$ cat src/rtl/piso_pkg.sv
package piso_pkg;

    typedef enum logic [1:0] {
        ST_LOAD  = 2'd0,
        ST_ARMED = 2'd1,
        ST_HELD  = 2'd2
    } ctl_state_t;

    // bit positions inside the synchronised pin vector
    localparam int PIN_SER  = 0;
    localparam int PIN_INH  = 1;
    localparam int PIN_CLK  = 2;
    localparam int PIN_LOAD = 3;
    localparam int PIN_COUNT = 4;

endpackage

$ cat src/rtl/piso_pin_sync.sv
module piso_pin_sync #(
    parameter int WIDTH = 1,
    parameter int DEPTH = 2,
    parameter logic [WIDTH-1:0] INIT = '0
) (
    input  logic             clk,
    input  logic             rst,
    input  logic [WIDTH-1:0] pin,
    output logic [WIDTH-1:0] pin_s
);

    logic [WIDTH-1:0] chain [DEPTH];

    generate
        for (genvar i = 0; i < DEPTH; i++) begin : g_stage
            if (i == 0) begin : g_first
                always_ff @(posedge clk) begin
                    if (rst) chain[i] <= INIT;
                    else     chain[i] <= pin;
                end
            end else begin : g_next
                always_ff @(posedge clk) begin
                    if (rst) chain[i] <= INIT;
                    else     chain[i] <= chain[i-1];
                end
            end
        end
    endgenerate

    assign pin_s = chain[DEPTH-1];

endmodule

$ cat src/rtl/piso_edge_ctl.sv
module piso_edge_ctl
    import piso_pkg::*;
(
    input  logic clk,
    input  logic rst,
    input  logic load_s,
    input  logic clk_s,
    input  logic inh_s,
    output logic load_go,
    output logic shift_go
);

    ctl_state_t state, state_nx;
    logic       or_clk;

    assign or_clk = clk_s | inh_s;

    always_ff @(posedge clk) begin
        if (rst) state <= ST_HELD;
        else     state <= state_nx;
    end

    always_comb begin
        state_nx = state;
        unique case (state)
            ST_LOAD:  if (load_s) state_nx = or_clk ? ST_HELD : ST_ARMED;
            ST_ARMED: if (!load_s) state_nx = ST_LOAD;
                      else if (or_clk) state_nx = ST_HELD;
            ST_HELD:  if (!load_s) state_nx = ST_LOAD;
                      else if (!or_clk) state_nx = ST_ARMED;
            default:  state_nx = ST_HELD;
        endcase
    end

    always_comb begin
        load_go  = 1'b0;
        shift_go = 1'b0;
        unique case (state)
            ST_LOAD:  load_go = !load_s;
            ST_ARMED: begin
                load_go  = !load_s;
                shift_go = load_s && or_clk;
            end
            ST_HELD:  load_go = !load_s;
            default:  load_go = !load_s;
        endcase
    end

    // a shift only follows a sample in which the ORed clock was low
    assert_edge_needed_R6: assert property (@(posedge clk) disable iff (rst)
        shift_go |-> !($past(clk_s) || $past(inh_s)));

    // release of the load strobe cannot shift in that same sample
    assert_recover_R8: assert property (@(posedge clk) disable iff (rst)
        (load_s && !$past(load_s)) |-> !shift_go);

endmodule

$ cat src/rtl/piso_shift_core.sv
module piso_shift_core #(
    parameter int STAGES = 8
) (
    input  logic              clk,
    input  logic              rst,
    input  logic              load_go,
    input  logic              shift_go,
    input  logic [STAGES-1:0] par_in,
    input  logic              ser_bit,
    output logic [STAGES-1:0] stage
);

    generate
        for (genvar i = 0; i < STAGES; i++) begin : g_bit
            logic feed;
            if (i == 0) begin : g_head
                assign feed = ser_bit;
            end else begin : g_body
                assign feed = stage[i-1];
            end
            always_ff @(posedge clk) begin
                if (rst)           stage[i] <= 1'b0;
                else if (load_go)  stage[i] <= par_in[i];
                else if (shift_go) stage[i] <= feed;
            end
        end
    endgenerate

    assert_reset_clear_R1: assert property (@(posedge clk) disable iff (rst)
        $past(rst) |-> (stage == '0));

    assert_load_copy_R2: assert property (@(posedge clk) disable iff (rst)
        load_go |=> (stage == $past(par_in)));

    assert_shift_move_R4: assert property (@(posedge clk) disable iff (rst)
        (shift_go && !load_go) |=> (stage == {$past(stage[STAGES-2:0]), $past(ser_bit)}));

    assert_idle_hold_R6: assert property (@(posedge clk) disable iff (rst)
        (!shift_go && !load_go) |=> $stable(stage));

endmodule

$ cat src/rtl/piso_serializer.sv
module piso_serializer
    import piso_pkg::*;
#(
    parameter int STAGES     = 8,
    parameter int SYNC_DEPTH = 2
) (
    input  logic              sys_clk,
    input  logic              sys_rst,
    input  logic [STAGES-1:0] par_in,
    input  logic              ser_in,
    input  logic              load_n,
    input  logic              shift_clk,
    input  logic              inhibit,
    output logic              ser_out,
    output logic              ser_out_n
);

    localparam int LAST = STAGES - 1;
    // idle pins: load released, both clock pins high (wait for a fall), serial 0
    localparam logic [PIN_COUNT-1:0] PIN_INIT = 4'b1110;

    logic [PIN_COUNT-1:0] pins, pins_s;
    logic                 load_go, shift_go;
    logic [STAGES-1:0]    stage;

    assign pins[PIN_SER]  = ser_in;
    assign pins[PIN_INH]  = inhibit;
    assign pins[PIN_CLK]  = shift_clk;
    assign pins[PIN_LOAD] = load_n;

    piso_pin_sync #(
        .WIDTH (PIN_COUNT),
        .DEPTH (SYNC_DEPTH),
        .INIT  (PIN_INIT)
    ) u_sync (
        .clk   (sys_clk),
        .rst   (sys_rst),
        .pin   (pins),
        .pin_s (pins_s)
    );

    piso_edge_ctl u_ctl (
        .clk      (sys_clk),
        .rst      (sys_rst),
        .load_s   (pins_s[PIN_LOAD]),
        .clk_s    (pins_s[PIN_CLK]),
        .inh_s    (pins_s[PIN_INH]),
        .load_go  (load_go),
        .shift_go (shift_go)
    );

    piso_shift_core #(
        .STAGES (STAGES)
    ) u_core (
        .clk      (sys_clk),
        .rst      (sys_rst),
        .load_go  (load_go),
        .shift_go (shift_go),
        .par_in   (par_in),
        .ser_bit  (pins_s[PIN_SER]),
        .stage    (stage)
    );

    assign ser_out   = stage[LAST];
    assign ser_out_n = ~stage[LAST];

    // load never coincides with a shift decision
    assert_load_wins_R2: assert property (@(posedge sys_clk) disable iff (sys_rst)
        !pins_s[PIN_LOAD] |-> (load_go && !shift_go));

    // the output stage moves only on a load or a shift
    assert_out_quiet_R9: assert property (@(posedge sys_clk) disable iff (sys_rst)
        ($past(!load_go && !shift_go)) |-> (ser_out == $past(ser_out)));

endmodule

$ cat config.mk
export PLATFORM = sky130hd
export DESIGN_NAME = piso_serializer
export DESIGN_NICKNAME = d
export VERILOG_FILES = /design/src/rtl/piso_pkg.sv /design/src/rtl/piso_pin_sync.sv /design/src/rtl/piso_edge_ctl.sv /design/src/rtl/piso_shift_core.sv /design/src/rtl/piso_serializer.sv
export SDC_FILE = /design/constraint.sdc
export NUM_CORES = 1
export LEC_CHECK = 0
export BUFFER_PORTS_ARGS = -buffer_cell sky130_fd_sc_hd__buf_2
export CORE_UTILIZATION = 45
export CTS_CLUSTER_SIZE = 12
export DETAILED_ROUTE_END_ITERATION = 7
export GPL_ROUTABILITY_DRIVEN = 0
export PLACE_DENSITY = 0.77
export SLEW_MARGIN = 5
export SYNTH_ARGS = -nofsm -noshare
export SYNTH_HDL_FRONTEND = slang
export SYNTH_SLANG_ARGS = --single-unit
export TNS_END_PERCENT = 30
$ cat constraint.sdc
create_clock -name sys_clk -period 1.1 [get_ports sys_clk]
set_input_delay 0.22 -clock sys_clk [delete_from_list [all_inputs] [get_ports sys_clk]]
set_output_delay 0.22 -clock sys_clk [all_outputs]
set_load 0.01 [all_outputs]
==> qor.csv, run 1 <==
metric;value;unit
run status;finished clean;
Buffers on Ports;15;
vias per cell;5.663;
total core area;0.001350;mm^2
# rows;13;
post-route worst setup slack;37.80;ps
max_slew headroom;0.8153;
Worst-Margin Slew;277.0;ps
number of synthesis warnings;0;
final instance area;827.0;um^2
detailed placer's ending HPWL;757.8;um
Avg Cell Area, Syn;9.367;um^2
chip width;40.71;um
first-pass GRT wire length;1787;um
total CTS buffers;3;
clk buf depth;2;
die height;40.71;um
RSZ-0062 raised after global routing;true;
dpl cell area;742.0;um^2
Final Max Slew Viols;0;
share of Yosys cell area claimed by the top area cell type;0.5343;
final hold violation count;0;
maximum level of the CTS H-tree;1;
Setup CP Type;register to register;
Leak;0.0003171;uW
worst-path maximum fanout;8;
die footprint;0.001657;mm^2
clock latency at the later pin of the worst-skew pair;300;ps
part of the cycle the worst path needs;0.9656;
TNS Setup;0;ps
pwr/cell area;1445;mW/mm^2
# hold bufs at CTS;0;
Layout Area Growth over Synthesis;22.63;%
ANT cells;0;
synth top area cells;dfxtp_1, a311oi_1, or2_2;
min Tclk post-route;1062;ps
Antenna Nets Post-Route;0;
hold_ws;102.2;ps
commonest non-fill, non-tap cell in the layout;buf_2;
layout cell share with drive strength beyond 1;0.4270;
CTS Sinks;18;
WP data required;1320;ps
initial antenna violation count;0;
Synth Register Bits;18;
maximum vdd ir drop;0.7659;mV
Remaining Overflow, GRT;0;
Yosys cell types;17;
DRT iter0 DRCs;25;
DRC viols;0;
Syn Nets;86;
post-synth top area cell;dfxtp_1;
most frequent cells in the layout;buf_2, dfxtp_1, nand3_1, nor2_1;
DR vias;589;
clock slew seen by the registers of the worst setup and hold paths;110;ps
endpoint class of the critical path;register;
First-pass DRT Iterations;4;
Post-Place Worst Slack;-13.06;ps
Routed WL;1374;um
Final setup viols;0;
largest net degree at the start of global routing;19;
post-synthesis sequential area ratio;0.5343;
Worst Clk Skew;13.59;ps
I/O pin count;16;
Synth Cell Area;674.4;um^2
TritonCTS clock tree;yes;
vias in the first global route;446;
Root Buffer;clkbuf_4;
Arr. time, crit path;1280;ps
Total Routing Usage GR;0.1750;
NumNets Final;104;
Max Clk Rate;0.9414;GHz
crit start category;register;
initial core utilization;0.4995;
DR WL/cell;13.21;um
Post-Syn Instances;72;
Worst Hold Class;primary input to register;
total of max-cap violations;0;
timing repair:
action | CTS | global route
buffers inserted | 0 | 1
setup endpoints to repair | 8 | 9
cloned | 0 | 1
pin swaps | 0 | 5
gates resized for setup | 3 | 10
sequential cells by signal (all words and copies together), names as in the netlist:
name	cells
u_core.stage	1
u_sync.chain	8
u_ctl.state	2
u_core.g_bit.feed	7
worst max-delay path, stage by stage, from the launching register on:
cell      delay, ps
dfxtp_4         370
nor2b_4         230
nand3_1         110
a311oi_1        270
stage by stage:
| stage | util | power, uW | cells |
|---|---|---|---|
| global route | 0.6126 | 1233 | 104 |
| floorplan | - | 753.0 | 72 |
| finish | 0.6126 | 1195 | 104 |
| global placement | 0.5496 | 785.4 | 98 |
| CTS | 0.5857 | 1192 | 102 |
| detailed placement | 0.5496 | 788.4 | 98 |
synthesized netlist by cell type:
master     n
a21oi_1    1
nor2_2     1
and3_1     1
inv_1      1
nor2b_2    1
dfxtp_1   18
nand2b_1   1
buf_4      1
or2_2      7
a311oi_1   8
buf_2      3
nand3_1    8
nor2_1     8
nand2_1    2
o21ai_0    8
buf_6      1
nor2b_1    2
where the power goes:
part | switching (uW) | internal [uW]
clock network | 210 | 202
registers | 17.2 | 681
logic | 39.7 | 45.2
worst paths after layout:
check | from | endpoint | slack, ps | cells after the start
max | u_ctl.state[0]$_SDFFE_PP0P_ | u_core.g_bit[6].feed$_SDFFE_PP0P_ | 40 | 3
min | load_n | u_sync.chain[0][3]$_SDFF_PP1_ | 100 | 2
max reg2reg | u_ctl.state[0]$_SDFFE_PP0P_ | u_core.g_bit[6].feed$_SDFFE_PP0P_ | 40 | 3
min reg2reg | u_sync.chain[0][1]$_SDFF_PP1_ | u_sync.chain[1][1]$_SDFF_PP1_ | 410 | 1
per-layer routing:
layer,share of wire,global-route usage,routed length [um],up-vias
met4,0.018,0.1000,25,0
met1,0.43,0.1800,593,255
met3,0.092,0.06522,127,5
met2,0.46,0.3016,628,39
met5,0,0,0,-
li1,-,-,-,290
area by class of cell:
class                           count  area, um^2
Clock buffer                        4       36.28
Multi-Input combinational cell     49       309.0
Fill cell                         127       523.0
Tap cell                           15       18.77
Sequential cell                    18       369.1
Inverter                            1       3.754
Timing Repair Buffer               17       90.09
cells by family after synthesis:
logic type / count (synthesis) / synth area share
buffers and inverters: 6 / 0.05565
DFF: 18 / 0.5343
AOI/OAI and AO/OA: 17 / 0.1707
and+or+nand+nor: 31 / 0.2394
(Power assumes the default switching activity.)
==> inputs of run 2 (changes only) <==
--- a/config.mk
+++ b/config.mk
@@ -10,6 +10,7 @@
 export CTS_CLUSTER_SIZE = 12
 export DETAILED_ROUTE_END_ITERATION = 7
 export GPL_ROUTABILITY_DRIVEN = 0
+export GPL_TIMING_DRIVEN = 0
 export PLACE_DENSITY = 0.77
 export SLEW_MARGIN = 5
 export SYNTH_ARGS = -nofsm -noshare
==> constraint.sdc (replaced) <==
create_clock -name sys_clk -period 1.4 [get_ports sys_clk]
set_input_delay 0.28 -clock sys_clk [delete_from_list [all_inputs] [get_ports sys_clk]]
set_output_delay 0.28 -clock sys_clk [all_outputs]
set_load 0.01 [all_outputs]
==> run 2 against run 1 <==
Critical path type unchanged. First-iteration DRC count shrank 36%. Worst setup slack improved by 270 ps. Clock-buffer cell count unchanged. Final area shrank 2.7%. Clock power is 21% lower. Total power decreased by 22%. Register-to-register slack gained 270 ps. Sequential power shrank 22%.
==> qor.csv, run 2 (synthesis gave the netlist of run 1 again) <==
metric;value;unit;change
WP data required;1610;ps;was 1320 ps
number of fill cells in the layout;122;;was 127
Leak;0.0003152;uW;was 0.0003171 uW
total core area;0.001350;mm^2;unchanged
Post-Place Worst Slack;326.5;ps;was -13.06 ps
Arr. time, crit path;1310;ps;was 1280 ps
initial antenna violation count;0;;unchanged
Root Buffer;clkbuf_4;;unchanged
I/O pin count;16;;unchanged
critical path capture point;u_core.g_bit[1].feed$_SDFFE_PP0P_;;was u_core.g_bit[6].feed$_SDFFE_PP0P_
clock slew seen by the registers of the worst setup and hold paths;100;ps;was 110 ps
CP Launch Point;u_ctl.state[1]$_SDFFE_PP1P_;;was u_ctl.state[0]$_SDFFE_PP0P_
Worst R2R End;u_core.g_bit[1].feed$_SDFFE_PP0P_;;was u_core.g_bit[6].feed$_SDFFE_PP0P_
RSZ-0062 raised after global routing;false;;was true
TritonCTS clock tree;yes;;unchanged
Antenna Nets Post-Route;0;;unchanged
clk buf depth;2;;unchanged
Total Routing Usage GR;0.1900;;was 0.1750
CP max stage delay;360;ps;was 370 ps
worst-path maximum fanout;8;;unchanged
CP delay by family, top;compound AO/OA/AOI/OAI gates;;was flip-flops
Layout Area Growth over Synthesis;19.30;%;was 22.63%
R2R setup slack;300;ps;was 40 ps
vias per cell;5.425;;was 5.663
# hold bufs at CTS;0;;unchanged
crit start category;register;;unchanged
TNS Setup;0;ps;unchanged
First-pass DRT Iterations;4;;unchanged
initial core utilization;0.4995;;unchanged
number of flip-flops in the largest register;8;;unchanged
post-route worst setup slack;302.9;ps;was 37.80 ps
# rows;13;;unchanged
crit path cell chain;nand2b_1, o21ai_0, a311oi_1;;was nor2b_4, nand3_1, a311oi_1
R2R depth;3;;unchanged
maximum level of the CTS H-tree;1;;unchanged
maximum vdd ir drop;0.8094;mV;was 0.7659 mV
DR WL/cell;12.07;um;was 13.21 um
total CTS buffers;3;;unchanged
die height;40.71;um;unchanged
Biggest register;u_sync.chain;;unchanged
endpoint class of the critical path;register;;unchanged
DRC viols;0;;unchanged
most frequent cells in the layout;buf_2, dfxtp_1;;was buf_2, dfxtp_1, nand3_1, nor2_1
run status;finished clean;;unchanged
CTS Sinks;18;;unchanged
Worst Clk Skew;3.607;ps;was 13.59 ps
Remaining Overflow, GRT;0;;unchanged
Final Util;0.5959;;was 0.6126
Buffers on Ports;15;;unchanged
largest net degree at the start of global routing;11;;was 19
part of the cycle the worst path needs;0.7836;;was 0.9656
Max Clk Rate;0.9115;GHz;was 0.9414 GHz
NumNets Final;106;;was 104
Final setup viols;0;;unchanged
Worst-Margin Slew;297.4;ps;was 277.0 ps
first-pass GRT wire length;1980;um;was 1787 um
Final Max Slew Viols;0;;unchanged
Setup CP Type;register to register;;unchanged
chip width;40.71;um;unchanged
vias in the first global route;505;;was 446
post-CTS sizing;0;;was 3
clock latency at the later pin of the worst-skew pair;300;ps;about the same
final hold violation count;0;;unchanged
Post-CTS Setup Bufs;0;;unchanged
Levels on crit path;3;;unchanged
Routed WL;1279;um;was 1374 um
slowest cell on the critical path;dfxtp_1;;was dfxtp_4
layout cell share with drive strength beyond 1;0.3626;;was 0.4270
DRT iter0 DRCs;16;;was 25
ANT cells;0;;unchanged
launch point of the worst reg-to-reg path;u_ctl.state[1]$_SDFFE_PP1P_;;was u_ctl.state[0]$_SDFFE_PP0P_
pwr/cell area;1162;mW/mm^2;was 1445 mW/mm^2
die footprint;0.001657;mm^2;unchanged
min Tclk post-route;1097;ps;was 1062 ps
Worst Path Buf+Inv;0;;unchanged
total of max-cap violations;0;;unchanged
max_slew headroom;0.8015;;was 0.8153
DR vias;575;;was 589
Worst Hold Class;primary input to register;;unchanged
run 2: how the worst min path moves through the flow:
stage | slack [ps] | end | cells after the start | startpoint
after global placement | 390 | u_sync.chain[1][3]$_SDFF_PP1_ | 1 | u_sync.chain[0][3]$_SDFF_PP1_
after detailed placement | 400 | u_sync.chain[1][2]$_SDFF_PP1_ | 1 | u_sync.chain[0][2]$_SDFF_PP1_
after floorplan | 350 | u_sync.chain[0][0]$_SDFF_PP0_ | 1 | sys_rst
after CTS | 150 | u_sync.chain[0][2]$_SDFF_PP1_ | 2 | shift_clk
after global routing | 140 | u_sync.chain[0][1]$_SDFF_PP1_ | 2 | inhibit
final | 150 | u_sync.chain[0][1]$_SDFF_PP1_ | 2 | inhibit
run 2: per-layer routing:
layer | up-vias | global-route usage | share of wire
li1 | 292 | - | -
met1 | 261 | 0.2040 | 0.48
met2 | 18 | 0.3254 | 0.46
met3 | 4 | 0.04891 | 0.045
met4 | 0 | 0.1250 | 0.016
met5 | - | 0 | 0
run 2: per-stage QoR:
step | hold slack, ps | instance area, um^2 | total power [uW] | cells
6_report | 151.7 | 804.5 | 935.0 | 106
3_3_place_gp | 393.9 | 768.2 | 619.6 | 102
4_1_cts | 154.6 | 804.5 | 934.2 | 106
5_1_grt | 142.7 | 804.5 | 971.6 | 106
3_5_place_dp | 397.4 | 768.2 | 622.7 | 102
2_1_floorplan | 351.6 | 674.4 | 591.6 | 72
run 2: area by class of cell:
class,instances,area (um^2),area share
sequential,18,360.3,0.4479
multi-input combinational,48,276.5,0.3437
timing repair buffer,15,75.07,0.09331
clock buffer,4,36.28,0.04510
buffer,5,33.78,0.04199
tap,15,18.77,0.02333
inverter,1,3.754,0.004666
run 2: power by group:
group	internal [uW]	switching [uW]	total (uW)
Clock	159	165	324
Combinational	34.9	30.9	65.8
Sequential	536	9.27	545
